===== src/rtl/anode_pwm_pkg.sv =====
// Shared types and command codes for the anode pulse driver.
// Assumes 8-bit configuration registers and an 8-bit row tick counter.
package anode_pwm_pkg;

    localparam int REG_W     = 8;
    localparam int DUTY_MAX  = 240;

    localparam logic [REG_W-1:0] OP_ARM_WIDTH = 8'h80;
    localparam logic [REG_W-1:0] OP_ARM_REV   = 8'h84;
    localparam logic [REG_W-1:0] OP_DISP_OFF  = 8'hAE;
    localparam logic [REG_W-1:0] OP_DISP_ON   = 8'hAF;
    localparam logic [REG_W-2:0] OP_IDLE_SEL  = 7'b1010_001;

    typedef enum logic [1:0] {
        ARM_NONE  = 2'd0,
        ARM_WIDTH = 2'd1,
        ARM_REV   = 2'd2
    } arm_e;

    typedef struct packed {
        logic [REG_W-1:0] width;
        logic [REG_W-1:0] rev;
        logic             disp_on;
        logic             idle_hiz;
    } drv_cfg_t;

    localparam drv_cfg_t CFG_RESET = '{width: '0, rev: '0, disp_on: 1'b0, idle_hiz: 1'b0};

endpackage


===== src/rtl/anode_cmd_decoder.sv =====
// Command decoder with a two-step register load.
// An arming command makes the next command byte a register value, and
// storing that value disarms the mode. Display-data bytes are ignored.
// Assumes one byte per cycle in which wr_en is high.
module anode_cmd_decoder
    import anode_pwm_pkg::*;
(
    input  logic             clk,
    input  logic             rst_n,
    input  logic             wr_en,
    input  logic             wr_dsel,
    input  logic [REG_W-1:0] wr_byte,
    output drv_cfg_t         cfg_sh,
    output arm_e             arm_q
);

    drv_cfg_t cfg_nx;
    arm_e     arm_nx;
    logic     cmd_wr;

    assign cmd_wr = wr_en && !wr_dsel;

    // Next-state decode of one command byte
    always_comb begin
        cfg_nx = cfg_sh;
        arm_nx = arm_q;
        if (cmd_wr) begin
            unique case (arm_q)
                ARM_WIDTH: begin
                    cfg_nx.width = wr_byte;
                    arm_nx       = ARM_NONE;
                end
                ARM_REV: begin
                    cfg_nx.rev = wr_byte;
                    arm_nx     = ARM_NONE;
                end
                default: begin
                    if (wr_byte == OP_ARM_WIDTH) begin
                        arm_nx = ARM_WIDTH;
                    end else if (wr_byte == OP_ARM_REV) begin
                        arm_nx = ARM_REV;
                    end else if (wr_byte == OP_DISP_OFF) begin
                        cfg_nx.disp_on = 1'b0;
                    end else if (wr_byte == OP_DISP_ON) begin
                        cfg_nx.disp_on = 1'b1;
                    end else if (wr_byte[REG_W-1:1] == OP_IDLE_SEL) begin
                        cfg_nx.idle_hiz = wr_byte[0];
                    end
                end
            endcase
        end
    end

    // Register the pending settings and the arming state
    always_ff @(posedge clk) begin
        if (!rst_n) begin
            cfg_sh <= CFG_RESET;
            arm_q  <= ARM_NONE;
        end else begin
            cfg_sh <= cfg_nx;
            arm_q  <= arm_nx;
        end
    end

endmodule


===== src/rtl/anode_row_timer.sv =====
// Free-running row tick counter and boundary latch.
// Pending settings are copied to the working set on the wrap from the
// last count to zero, so a period always uses a single configuration.
module anode_row_timer
    import anode_pwm_pkg::*;
#(
    parameter int CNT_W = REG_W
) (
    input  logic             clk,
    input  logic             rst_n,
    input  drv_cfg_t         cfg_sh,
    output logic [CNT_W-1:0] cnt_q,
    output drv_cfg_t         cfg_act
);

    logic last_tick;

    assign last_tick = &cnt_q;

    // Advance the tick count every clock
    always_ff @(posedge clk) begin
        if (!rst_n) begin
            cnt_q <= '0;
        end else begin
            cnt_q <= cnt_q + 1'b1;
        end
    end

    // Adopt the pending settings at the period boundary
    always_ff @(posedge clk) begin
        if (!rst_n) begin
            cfg_act <= CFG_RESET;
        end else if (last_tick) begin
            cfg_act <= cfg_sh;
        end
    end

endmodule


===== src/rtl/anode_phase_gen.sv =====
// Row phase decode and per-lane output stage.
// The reverse interval covers counts [0, rev). The anode pulse covers
// [rev, rev + min(width, DUTY_MAX)) and is clipped at the end of the period.
// With the display off the lanes rest low or at high impedance.
module anode_phase_gen
    import anode_pwm_pkg::*;
#(
    parameter int NSEG  = 128,
    parameter int CNT_W = REG_W
) (
    input  logic [CNT_W-1:0] cnt_q,
    input  drv_cfg_t         cfg_act,
    input  logic [NSEG-1:0]  seg_data,
    output logic [NSEG-1:0]  anode_out,
    output logic [NSEG-1:0]  anode_oe,
    output logic             cathode_high
);

    localparam int SUM_W = CNT_W + 1;
    localparam logic [REG_W-1:0] WIDTH_CAP = REG_W'(DUTY_MAX);

    logic [REG_W-1:0] width_eff;
    logic [SUM_W-1:0] pulse_end;
    logic             in_rev;
    logic             in_pulse;
    logic             lane_drive;

    // Clamp the programmed width to the largest legal pulse
    always_comb begin
        width_eff = (cfg_act.width > WIDTH_CAP) ? WIDTH_CAP : cfg_act.width;
    end

    // Decide which phase the current tick belongs to
    always_comb begin
        pulse_end  = SUM_W'(cfg_act.rev) + SUM_W'(width_eff);
        in_rev     = cfg_act.disp_on && (SUM_W'(cnt_q) < SUM_W'(cfg_act.rev));
        in_pulse   = cfg_act.disp_on && !in_rev && (SUM_W'(cnt_q) < pulse_end);
        lane_drive = cfg_act.disp_on || !cfg_act.idle_hiz;
    end

    assign cathode_high = in_rev;

    // Per-lane output stage
    for (genvar g = 0; g < NSEG; g++) begin : g_lane
        assign anode_out[g] = in_pulse && seg_data[g];
        assign anode_oe[g]  = lane_drive;
    end

endmodule


===== src/rtl/anode_pwm_driver.sv =====
// Top level of the anode pulse driver: command decoder, row timer and
// phase generator. Assumes a single clock and a synchronous active-low reset.
module anode_pwm_driver
    import anode_pwm_pkg::*;
#(
    parameter int NSEG = 128
) (
    input  logic             clk,
    input  logic             rst_n,
    input  logic             wr_en,
    input  logic             wr_dsel,
    input  logic [7:0]       wr_byte,
    input  logic [NSEG-1:0]  seg_data,
    output logic [NSEG-1:0]  anode_out,
    output logic [NSEG-1:0]  anode_oe,
    output logic             cathode_high
);

    localparam int CNT_W = REG_W;

    drv_cfg_t         cfg_sh;
    drv_cfg_t         cfg_act;
    arm_e             arm_q;
    logic [CNT_W-1:0] cnt_q;

    anode_cmd_decoder u_dec (
        .clk     (clk),
        .rst_n   (rst_n),
        .wr_en   (wr_en),
        .wr_dsel (wr_dsel),
        .wr_byte (wr_byte),
        .cfg_sh  (cfg_sh),
        .arm_q   (arm_q)
    );

    anode_row_timer #(.CNT_W(CNT_W)) u_tmr (
        .clk     (clk),
        .rst_n   (rst_n),
        .cfg_sh  (cfg_sh),
        .cnt_q   (cnt_q),
        .cfg_act (cfg_act)
    );

    anode_phase_gen #(.NSEG(NSEG), .CNT_W(CNT_W)) u_phs (
        .cnt_q        (cnt_q),
        .cfg_act      (cfg_act),
        .seg_data     (seg_data),
        .anode_out    (anode_out),
        .anode_oe     (anode_oe),
        .cathode_high (cathode_high)
    );

endmodule


===== config.mk =====
export PLATFORM = sky130hd
export DESIGN_NAME = anode_pwm_driver
export DESIGN_NICKNAME = d
export VERILOG_FILES = /design/src/rtl/anode_pwm_pkg.sv /design/src/rtl/anode_cmd_decoder.sv /design/src/rtl/anode_row_timer.sv /design/src/rtl/anode_phase_gen.sv /design/src/rtl/anode_pwm_driver.sv
export SDC_FILE = /design/constraint.sdc
export NUM_CORES = 1
export LEC_CHECK = 0
export BUFFER_PORTS_ARGS = -buffer_cell sky130_fd_sc_hd__buf_2
export CAP_MARGIN = 0
export CORE_AREA = 2 2 153 155
export DETAILED_ROUTE_END_ITERATION = 7
export DIE_AREA = 0 0 155 157
export HOLD_SLACK_MARGIN = 0.12
export PLACE_DENSITY = 0.55
export SYNTH_ARGS = -nofsm -noshare
export SYNTH_HDL_FRONTEND = slang
export SYNTH_HIERARCHICAL = 1
export SYNTH_SLANG_ARGS = --single-unit

===== constraint.sdc =====
create_clock -name clk -period 3.8 [get_ports clk]
set_input_delay 0.76 -clock clk [delete_from_list [all_inputs] [get_ports clk]]
set_output_delay 0.76 -clock clk [all_outputs]
set_load 0.01 [all_outputs]

==> results of run 1 <==
==> stage by stage <==
step / instances / TNS, ps
after floorplan: 559 / 0
after global placement: 1108 / -27190
after detailed placement: 1108 / -35040
after CTS: 1121 / -60630
after global routing: 1133 / -84000
final: 1136 / -56960
==> cell usage after synthesis, types with 5 or more instances <==
master,instances,area (µm²)
a21oi_1,6,30.0
and2_1,137,857
buf_4,130,976
buf_6,13,146
clkbuf_1,7,26.3
dfxtp_1,46,921
ha_1,25,313
inv_1,12,45.0
mux2i_1,36,360
nand2_1,48,180
nand2b_1,8,50.1
nand3_1,5,25.0
nor2_1,20,75.1
o21ai_0,10,50.1
xor2_1,6,52.6
==> metal layers <==
layer / wire length, µm / GRT usage (%) / share of wire [%] / vias to the layer above
met1: 9010 / 21.0 / 43 / 2056
met2: 8870 / 21.9 / 42 / 214
met4: 577 / 4.85 / 2.8 / 6
met5: 35 / 0 / 0.17 / -
met3: 2430 / 6.11 / 12 / 27
li1: - / - / - / 2250
==> report_power, final <==
| group | switching (µW) | internal (µW) |
|---|---|---|
| sequential | 4.48 | 485 |
| clock | 185 | 311 |
| combinational | 70.1 | 65.0 |
==> final timing paths <==
| path | cells after the start | startpoint | end | slack (ps) |
|---|---|---|---|---|
| max | 18 | u_tmr/cfg_act[14]$_SDFFE_PN0P_ | anode_out[15] | -500 |
| max reg2reg | 4 | u_tmr/cnt_q[0]$_SDFF_PN0_ | u_tmr/cfg_act[16]$_SDFFE_PN0P_ | 2240 |
| min reg2reg | 2 | u_tmr/cfg_act[10]$_SDFFE_PN0P_ | u_tmr/cfg_act[10]$_SDFFE_PN0P_ | 450 |
| min | 2 | u_tmr/cfg_act[10]$_SDFFE_PN0P_ | u_tmr/cfg_act[10]$_SDFFE_PN0P_ | 450 |
==> logic make-up after synthesis <==
family	Yosys count	synth area share, %
AO/OA/AOI/OAI	40	6.35
XOR/XNOR	9	1.72
adder cells (fa/ha/maj)	26	7.25
buffers and inverters	166	26.7
flip-flops	46	20.1
multiplexers	36	7.85
AND/OR/NAND/NOR	236	30.1
==> final cells by class <==
class                      instances  share of cell area [%]
timing repair buffer             429                    39.2
multi-input combinational        347                    38.2
sequential                        46                    13.7
tap                              285                    5.30
clock buffer                       6                    1.91
inverter                          13                   0.725
clock inverter                     2                   0.558
antenna                            8                   0.297
==> registers in the layout (all words and copies together), names as in the netlist <==
name,cells
u_tmr/cfg_act,18
u_dec/cfg_sh,18
u_tmr/cnt_q,8
u_dec/arm_q,2
==> worst max-delay path: stages (launching register included) <==
cell	delay, ps
dfxtp_2	320
nand4_1	130
and2_1	150
ha_2	180
inv_2	40
fa_2	330
nand2b_4	150
nand2b_1	80
a21oi_2	60
xor2_1	140
ha_1	280
a211o_1	300
o211ai_1	90
o211ai_1	160
a21oi_4	210
buf_6	190
clkbuf_16	180
and2_1	130
buf_2	130
==> repair_timing <==
action,CTS,global route
gates resized for setup,23,77
setup buffers,3,1
pin swaps,5,16
gates cloned,2,6
setup endpoints to repair,128,128
==> results.py, run 1 <==
metrics = {
    "status": {
        "status": "finished, violations left",
        "violations": "setup timing",
    },
    "timing": {
        "hold_viol": 0,
        "whs_ps": 455,
        "clock.fmax_mhz": 233,
        "min_period_ps": 4300,
        "worstMarginPinSlew_ps": 559,
        "slew_headroom_pct": 62.6,
        "setup-violations-final": 128,
        "final-max-slew-violation-count": 0,
        "rsz0062_at_grt": "true",
        "setup_slack_ps": -501,
        "skew_ps": 8.13,
        "post-route-period-util_pct": 113,
    },
    "floorplanning": {
        "die_x_um": 155,
        "design.core.area_um2": 22500,
        "die_area_um2": 24300,
        "initial_utilization_pct": 20.4,
        "num_io_pins": 397,
        "num_rows": 55,
        "die_h_um": 157,
    },
    "clocking": {
        "clk_latency_ps": 280,
        "root_buffer": "clkbuf_16",
        "clkTransAtPathRegs_ps": 60,
        "postCtsHoldBufs": 0,
        "cts_buffers": 5,
        "cts_tree": "yes",
        "htree_levels": 2,
        "clock-sinks": 46,
        "cts_buffer_depth": 2,
    },
    "finish": {
        "final_core_util_pct": 29.9,
        "multiInputGateArea_um2": 2570,
        "synthToLayoutAreaGrowth_pct": 46.6,
        "drive_gt1_share_pct": 58.1,
        "seqCellArea_um2": 925,
        "mostFrequentLayoutCells": "buf_2, and2_1, nand2_1",
        "finish.instance_area_um2": 6730,
        "fin_nets": 1008,
        "num-fill-cells": 2434,
        "final_common_cell": "buf_2",
    },
    "synthesis": {
        "yosys_register_bits": 46,
        "yosys_warnings": 6,
        "synthCells": 559,
        "syn-cell-area_um2": 4590,
        "syn-num-nets": 725,
        "seq_area_frac_synth_pct": 20.1,
        "async_reset_ff_share_pct": 0,
        "synth_cell_types": 47,
        "synth_edf_count": 0,
        "synth_ff_type": "dfxtp_1",
        "syn_avg_cell_area_um2": 8.21,
    },
    "worst_setup_path": {
        "critPathLaunchType": "register",
        "cp.arrival_ps": 3540,
        "end_kind": "output pin",
        "required_ps": 3040,
        "crit_type": "reg -> out",
        "critPathMaxFanout": 21,
    },
    "pwr": {
        "max-vdd-ir-drop_mv": 0.246,
        "finalPower_uw": 1120,
        "p_per_area_nw_per_um2": 166,
        "power.leakage_uw": 0.00344,
    },
    "global_routing": {
        "grtUsageTotal_pct": 15.4,
        "antenna_found_initial": 12,
        "grt_max_degree": 85,
        "grt_pass1_wl_mm": 27.0,
        "grt_overflow_total": 0,
        "grt_pass1_vias": 4080,
    },
    "drt": {
        "wl_per_cell_um": 18.4,
        "postRouteWirelength_mm": 20.9,
        "drt-pass1-iter-count": 4,
        "drtIter0Drc": 168,
        "vias_per_cell": 4.01,
        "drtAntennaViolNets": 0,
        "vias": 4553,
        "remaining_drc_errors": 0,
    },
    "placed_design": {
        "portBuffers": 396,
        "place_hpwl_mm": 17.8,
        "placed_cell_area_um2": 5930,
        "gp_congestion": 0.891,
        "dp_slack_ps": -340,
    },
    "min_path": {
        "min_path_type": "reg -> reg",
    },
    "flow_run": {
        "drv_cap": 0,
    },
}
Note: power is estimated with default switching activity, not from simulation.
==> run 2: changes to the inputs <==
Settings changed: PLACE_DENSITY 0.55 to 0.57.
==> results.py, run 2 (same netlist as run 1, synthesis figures left out) <==
metrics = {
    "timing": {
        "final-max-slew-violation-count": 0,
        "post-route-period-util_pct": 116,
        "worstMarginPinSlew_ps": 759,
        "setup-violations-final": 128,
        "min_period_ps": 4410,
        "skew_ps": 3.75,
        "rsz0062_at_grt": "true",
        "hold_viol": 0,
        "clock.fmax_mhz": 227,
        "setup_slack_ps": -608,
        "slew_headroom_pct": 49.4,
    },
    "placed_design": {
        "gp_congestion": 0.843,
        "place_hpwl_mm": 17.5,
        "placed_cell_area_um2": 5940,
        "portBuffers": 396,
        "dpl.cell_count": 1107,
    },
    "clocking": {
        "clkTransAtPathRegs_ps": 60,
        "root_buffer": "clkbuf_16",
        "clock-sinks": 46,
        "postCtsHoldBufs": 0,
        "cts_buffer_depth": 2,
        "cts_buffers": 5,
        "clk_latency_ps": 280,
        "cts_tree": "yes",
        "htree_levels": 2,
    },
    "status": {
        "violations": "setup timing",
        "status": "finished, violations left",
    },
    "pwr": {
        "combPwrFrac_pct": 13.6,
        "p_clk_share_pct": 40.4,
        "power.leakage_uw": 0.00357,
        "switchingPower_uw": 270,
        "netSwitchingFraction_pct": 25.4,
        "max-vdd-ir-drop_mv": 0.197,
        "p_per_area_nw_per_um2": 147,
        "power.internal_uw": 794,
        "seq_power_share_pct": 46.0,
    },
    "worst_setup_path": {
        "required_ps": 3040,
        "critPathMaxFanout": 7,
        "cp.arrival_ps": 3650,
        "crit_type": "reg -> out",
        "worst_r2r_path_depth": 4,
        "critPathLaunchType": "register",
        "end_kind": "output pin",
    },
    "finish": {
        "top_regs": "u_dec/cfg_sh x18, u_tmr/cfg_act x18, u_tmr/cnt_q x8",
        "fin_cells": 1141,
        "mostFrequentLayoutCells": "buf_2, buf_6, and2_4",
        "num-fill-cells": 2355,
        "final_common_cell": "buf_2",
        "seqCellArea_um2": 925,
        "drive_gt1_share_pct": 64.3,
        "fin_nets": 1013,
        "finish.instance_area_um2": 7240,
        "multiInputGateArea_um2": 2700,
        "synthToLayoutAreaGrowth_pct": 57.6,
    },
    "global_routing": {
        "grt_pass1_vias": 3976,
        "grt_overflow_total": 0,
        "grt_max_degree": 129,
        "antenna_found_initial": 9,
        "grt_pass1_wl_mm": 26.6,
        "grtUsageTotal_pct": 15.0,
    },
    "floorplanning": {
        "die_h_um": 157,
        "num_rows": 55,
        "die_x_um": 155,
        "die_area_um2": 24300,
        "design.core.area_um2": 22500,
        "initial_utilization_pct": 20.4,
        "num_io_pins": 397,
    },
    "drt": {
        "dr_wl_met2_mm": 9.56,
        "postRouteWirelength_mm": 21.3,
        "remaining_drc_errors": 0,
        "wl_per_cell_um": 18.7,
        "vias": 4603,
        "wl_met3_mm": 1.54,
        "maxUsedRoutingLayer": "met4",
        "drtIter0Drc": 199,
        "vias_per_cell": 4.03,
        "drt-pass1-iter-count": 4,
        "wl_met1_mm": 9.77,
        "drtAntennaViolNets": 0,
    },
    "min_path": {
        "min_path_type": "reg -> reg",
        "holdPathStages": 2,
    },
    "flow_run": {
        "drv_cap": 0,
    },
}
## run 2: cell types whose count changed in the layout (fill, tap and decap cells not counted), sizes merged
cell	before	now
clkinv	1	3
bufinv	1	0
clkbuf	11	10
buf	424	429
## run 2: what timing repair did
action	CTS	global route
pin swaps	1	57
cloned	3	7
setup buffers	7	3
hold endpoints to repair	0	0
gates resized for setup	36	160
setup endpoints to repair	128	128
## run 2: final cells by class
cell class              instances  area share [%]
multi-input cells             347            37.4
diodes                          8           0.277
well taps                     285            4.93
inverters                      13           0.674
clock inverters                 3           0.294
repair buffers                434            42.0
flip-flops and latches         46            12.8
clock buffers                   5            1.73
## run 2: worst paths after layout
check	from	end	slack, ps
worst min register to register	u_tmr/cfg_act[10]$_SDFFE_PN0P_	u_tmr/cfg_act[10]$_SDFFE_PN0P_	460
worst max register to register	u_tmr/cnt_q[0]$_SDFF_PN0_	u_tmr/cfg_act[4]$_SDFFE_PN0P_	2260
worst min-delay path	u_tmr/cfg_act[10]$_SDFFE_PN0P_	u_tmr/cfg_act[10]$_SDFFE_PN0P_	460
worst max-delay path	u_tmr/cfg_act[14]$_SDFFE_PN0P_	anode_out[58]	-610
## run 2: per-layer routing
layer / GRT usage [%] / vias up
li1: - / 2265
met1: 21.3 / 2104
met2: 23.2 / 208
met5: 0 / -
met4: 2.47 / 0
met3: 3.83 / 26
## run 2: power groups by stage
stage	Sequential, µW	Clock, µW	Combinational, µW
2_1_floorplan	499	0	29.1
5_1_grt	490	465	158
3_3_place_gp	500	0	144
3_5_place_dp	501	0	143
4_1_cts	489	441	143
6_report	490	430	145
## run 2: metrics by stage
stage	hold WS [ps]	total power (µW)	util, %	setup TNS (ps)	worst slack, ps
after floorplan	430	528	-	0	63.1
after global placement	443	644	26.4	-31190	-273
after detailed placement	448	643	26.4	-37130	-318
after CTS	461	1070	28.4	-67210	-567
after global routing	483	1110	32.1	-100670	-839
final	461	1060	32.2	-72020	-608
## run 2: worst max-delay path, stage by stage, from the launching register on
cell       delay (ps)
dfxtp_2           320
nand4_1           130
and2_1            150
ha_2              180
inv_2              50
fa_2              360
nand2b_4          160
nand2b_1           90
a21oi_2            60
xor2_1            150
ha_1              320
a211o_1           290
o211ai_1           90
o211ai_1          160
a21oi_4           200
buf_12            150
buf_12            130
clkbuf_16         150
and2_4            140
buf_6              90
==> run 3: changes to the inputs <==
Settings changed: PLACE_DENSITY 0.57 to 0.61.
==> results.py, run 3 (same netlist as run 1, synthesis figures left out) <==
metrics = {
    "status": {
        "status": "finished, violations left",
        "violations": "setup timing",
    },
    "floorplanning": {
        "design.core.area_um2": 22500,
        "num_rows": 55,
        "die_h_um": 157,
        "initial_utilization_pct": 20.4,
        "die_area_um2": 24300,
        "die_x_um": 155,
        "num_io_pins": 397,
    },
    "drt": {
        "postRouteWirelength_mm": 22.1,
        "vias": 4599,
        "drtAntennaViolNets": 0,
        "drtIter0Drc": 196,
        "drt-pass1-iter-count": 4,
        "vias_per_cell": 4.00,
        "remaining_drc_errors": 0,
        "wl_per_cell_um": 19.2,
    },
    "pwr": {
        "power.leakage_uw": 0.00344,
        "switchingPower_uw": 251,
        "power.internal_uw": 795,
        "max-vdd-ir-drop_mv": 0.267,
        "p_clk_share_pct": 41.2,
        "combPwrFrac_pct": 11.9,
        "netSwitchingFraction_pct": 24.0,
        "p_per_area_nw_per_um2": 155,
        "seq_power_share_pct": 46.9,
        "finalPower_uw": 1050,
    },
    "global_routing": {
        "grtUsageTotal_pct": 16.1,
        "grt_pass1_vias": 3960,
        "grt_max_degree": 85,
        "grt_pass1_wl_mm": 27.8,
        "grt_overflow_total": 0,
        "antenna_found_initial": 45,
    },
    "min_path": {
        "min_from": "u_tmr/cfg_act[10]$_SDFFE_PN0P_",
        "hold_end": "u_tmr/cfg_act[10]$_SDFFE_PN0P_",
        "min_path_type": "reg -> reg",
        "holdPathStages": 2,
    },
    "worst_setup_path": {
        "r2r_end": "u_tmr/cfg_act[16]$_SDFFE_PN0P_",
        "required_ps": 3040,
        "worst_r2r_path_depth": 4,
        "path_buf_inv": 4,
        "critPathMaxFanout": 29,
        "critPathMaxStageDelay_ps": 360,
        "end_kind": "output pin",
        "cp_slowest_cell": "fa_2",
        "cp.arrival_ps": 3600,
        "crit_type": "reg -> out",
        "critPathLaunchType": "register",
        "r2r_setup_slack_ps": 2170,
        "crit_chain": "nand4_1 -> and2_1 -> ha_2 -> inv_2 -> fa_2 -> nand2b_4 -> nand2b_1 -> a21oi_2 -> xor2_1 -> ha_1 -> a211o_1 -> o211ai_1 -> o211ai_1 -> a21oi_4 -> buf_12 -> buf_16 -> and2_1 -> buf_2",
        "r2r_start": "u_tmr/cnt_q[1]$_SDFF_PN0_",
        "cp_top_family": "adder cells",
    },
    "timing": {
        "clock.fmax_mhz": 229,
        "tns_ps": -65930,
        "skew_ps": 6.46,
        "setup-violations-final": 128,
        "whs_ps": 457,
        "slew_headroom_pct": 60.9,
        "hold_viol": 0,
        "worstMarginPinSlew_ps": 585,
        "post-route-period-util_pct": 115,
        "rsz0062_at_grt": "true",
        "min_period_ps": 4360,
        "final-max-slew-violation-count": 0,
        "setup_slack_ps": -558,
    },
    "clocking": {
        "htree_levels": 2,
        "cts_buffers": 5,
        "clock-sinks": 46,
        "clk_latency_ps": 290,
        "root_buffer": "clkbuf_16",
        "cts_tree": "yes",
        "clkTransAtPathRegs_ps": 60,
        "cts_buffer_depth": 2,
    },
    "finish": {
        "fin_nets": 1007,
        "synthToLayoutAreaGrowth_pct": 46.9,
        "drive_gt1_share_pct": 59.4,
        "mostFrequentLayoutCells": "buf_2, and2_1, buf_6",
        "num-fill-cells": 2412,
        "final_common_cell": "buf_2",
        "final_core_util_pct": 30.0,
        "top_regs": "u_dec/cfg_sh x18, u_tmr/cfg_act x18, u_tmr/cnt_q x8",
    },
    "placed_design": {
        "place_hpwl_mm": 19.3,
        "dp_slack_ps": -439,
        "portBuffers": 396,
        "gp_congestion": 0.899,
    },
    "flow_run": {
        "drv_cap": 0,
    },
}
run 3: cell count changes in the layout (fill, tap and decap cells not counted), moves of 3 or more:
cell	delta
ha_1	+3
diode_2	+14
buf_12	-4
buf_4	+3
and2_1	+34
and2_4	-34
buf_6	-37
buf_2	+37
run 3: worst register-to-register path: stages (launching register included):
cell	delay (ps)
dfxtp_1	450
ha_1	290
nand3_2	160
nor2_8	380
mux2i_1	270
run 3: what timing repair did:
action,CTS,global route
setup endpoints to repair,128,128
cloned,0,5
pin swaps,4,8
gates resized for setup,6,101
buffers inserted,1,3
hold buffers,0,0
run 3: worst max path at each step:
stage | cells after the start | startpoint | endpoint | slack, ps
after floorplan | 17 | u_tmr/cfg_act[16]$_SDFFE_PN0P_ | anode_out[100] | 60
after global placement | 17 | u_tmr/cfg_act[16]$_SDFFE_PN0P_ | anode_out[69] | -320
after detailed placement | 18 | u_tmr/cfg_act[16]$_SDFFE_PN0P_ | anode_out[27] | -440
after CTS | 18 | u_tmr/cfg_act[14]$_SDFFE_PN0P_ | anode_out[27] | -550
after global routing | 19 | u_tmr/cfg_act[15]$_SDFFE_PN0P_ | anode_out[27] | -760
final | 18 | u_tmr/cfg_act[15]$_SDFFE_PN0P_ | anode_out[6] | -560
run 3: stage by stage:
step / instances / area, µm²
finish: 1149 / 6750
global route: 1136 / 6710
CTS: 1119 / 6140
detailed placement: 1110 / 5960
global placement: 1110 / 5960
floorplan: 559 / 4590
run 3: per-layer routing:
metal	global-route usage (%)	up-vias	wire, µm
met5	0	-	128
met4	4.06	18	329
met3	15.9	32	4310
met2	22.1	240	9110
met1	17.3	2029	8210
li1	-	2280	-
run 3: final cells by class:
class,instances,area (µm²),share of cell area [%]
antenna,22,55.1,0.816
clock buffer,6,129,1.91
clock inverter,2,13.8,0.204
inverter,13,48.8,0.723
multi-input combinational,347,2590,38.4
sequential,46,923,13.7
tap,285,357,5.29
timing repair buffer,428,2630,39.0
run 3: power by group through the flow:
stage                     clock network (µW)  logic, µW  registers [µW]
after floorplan                            0       29.1             499
after global placement                     0        121             502
after detailed placement                   0        123             502
after CTS                                441        123             491
after global routing                     466        135             491
final                                    431        124             491
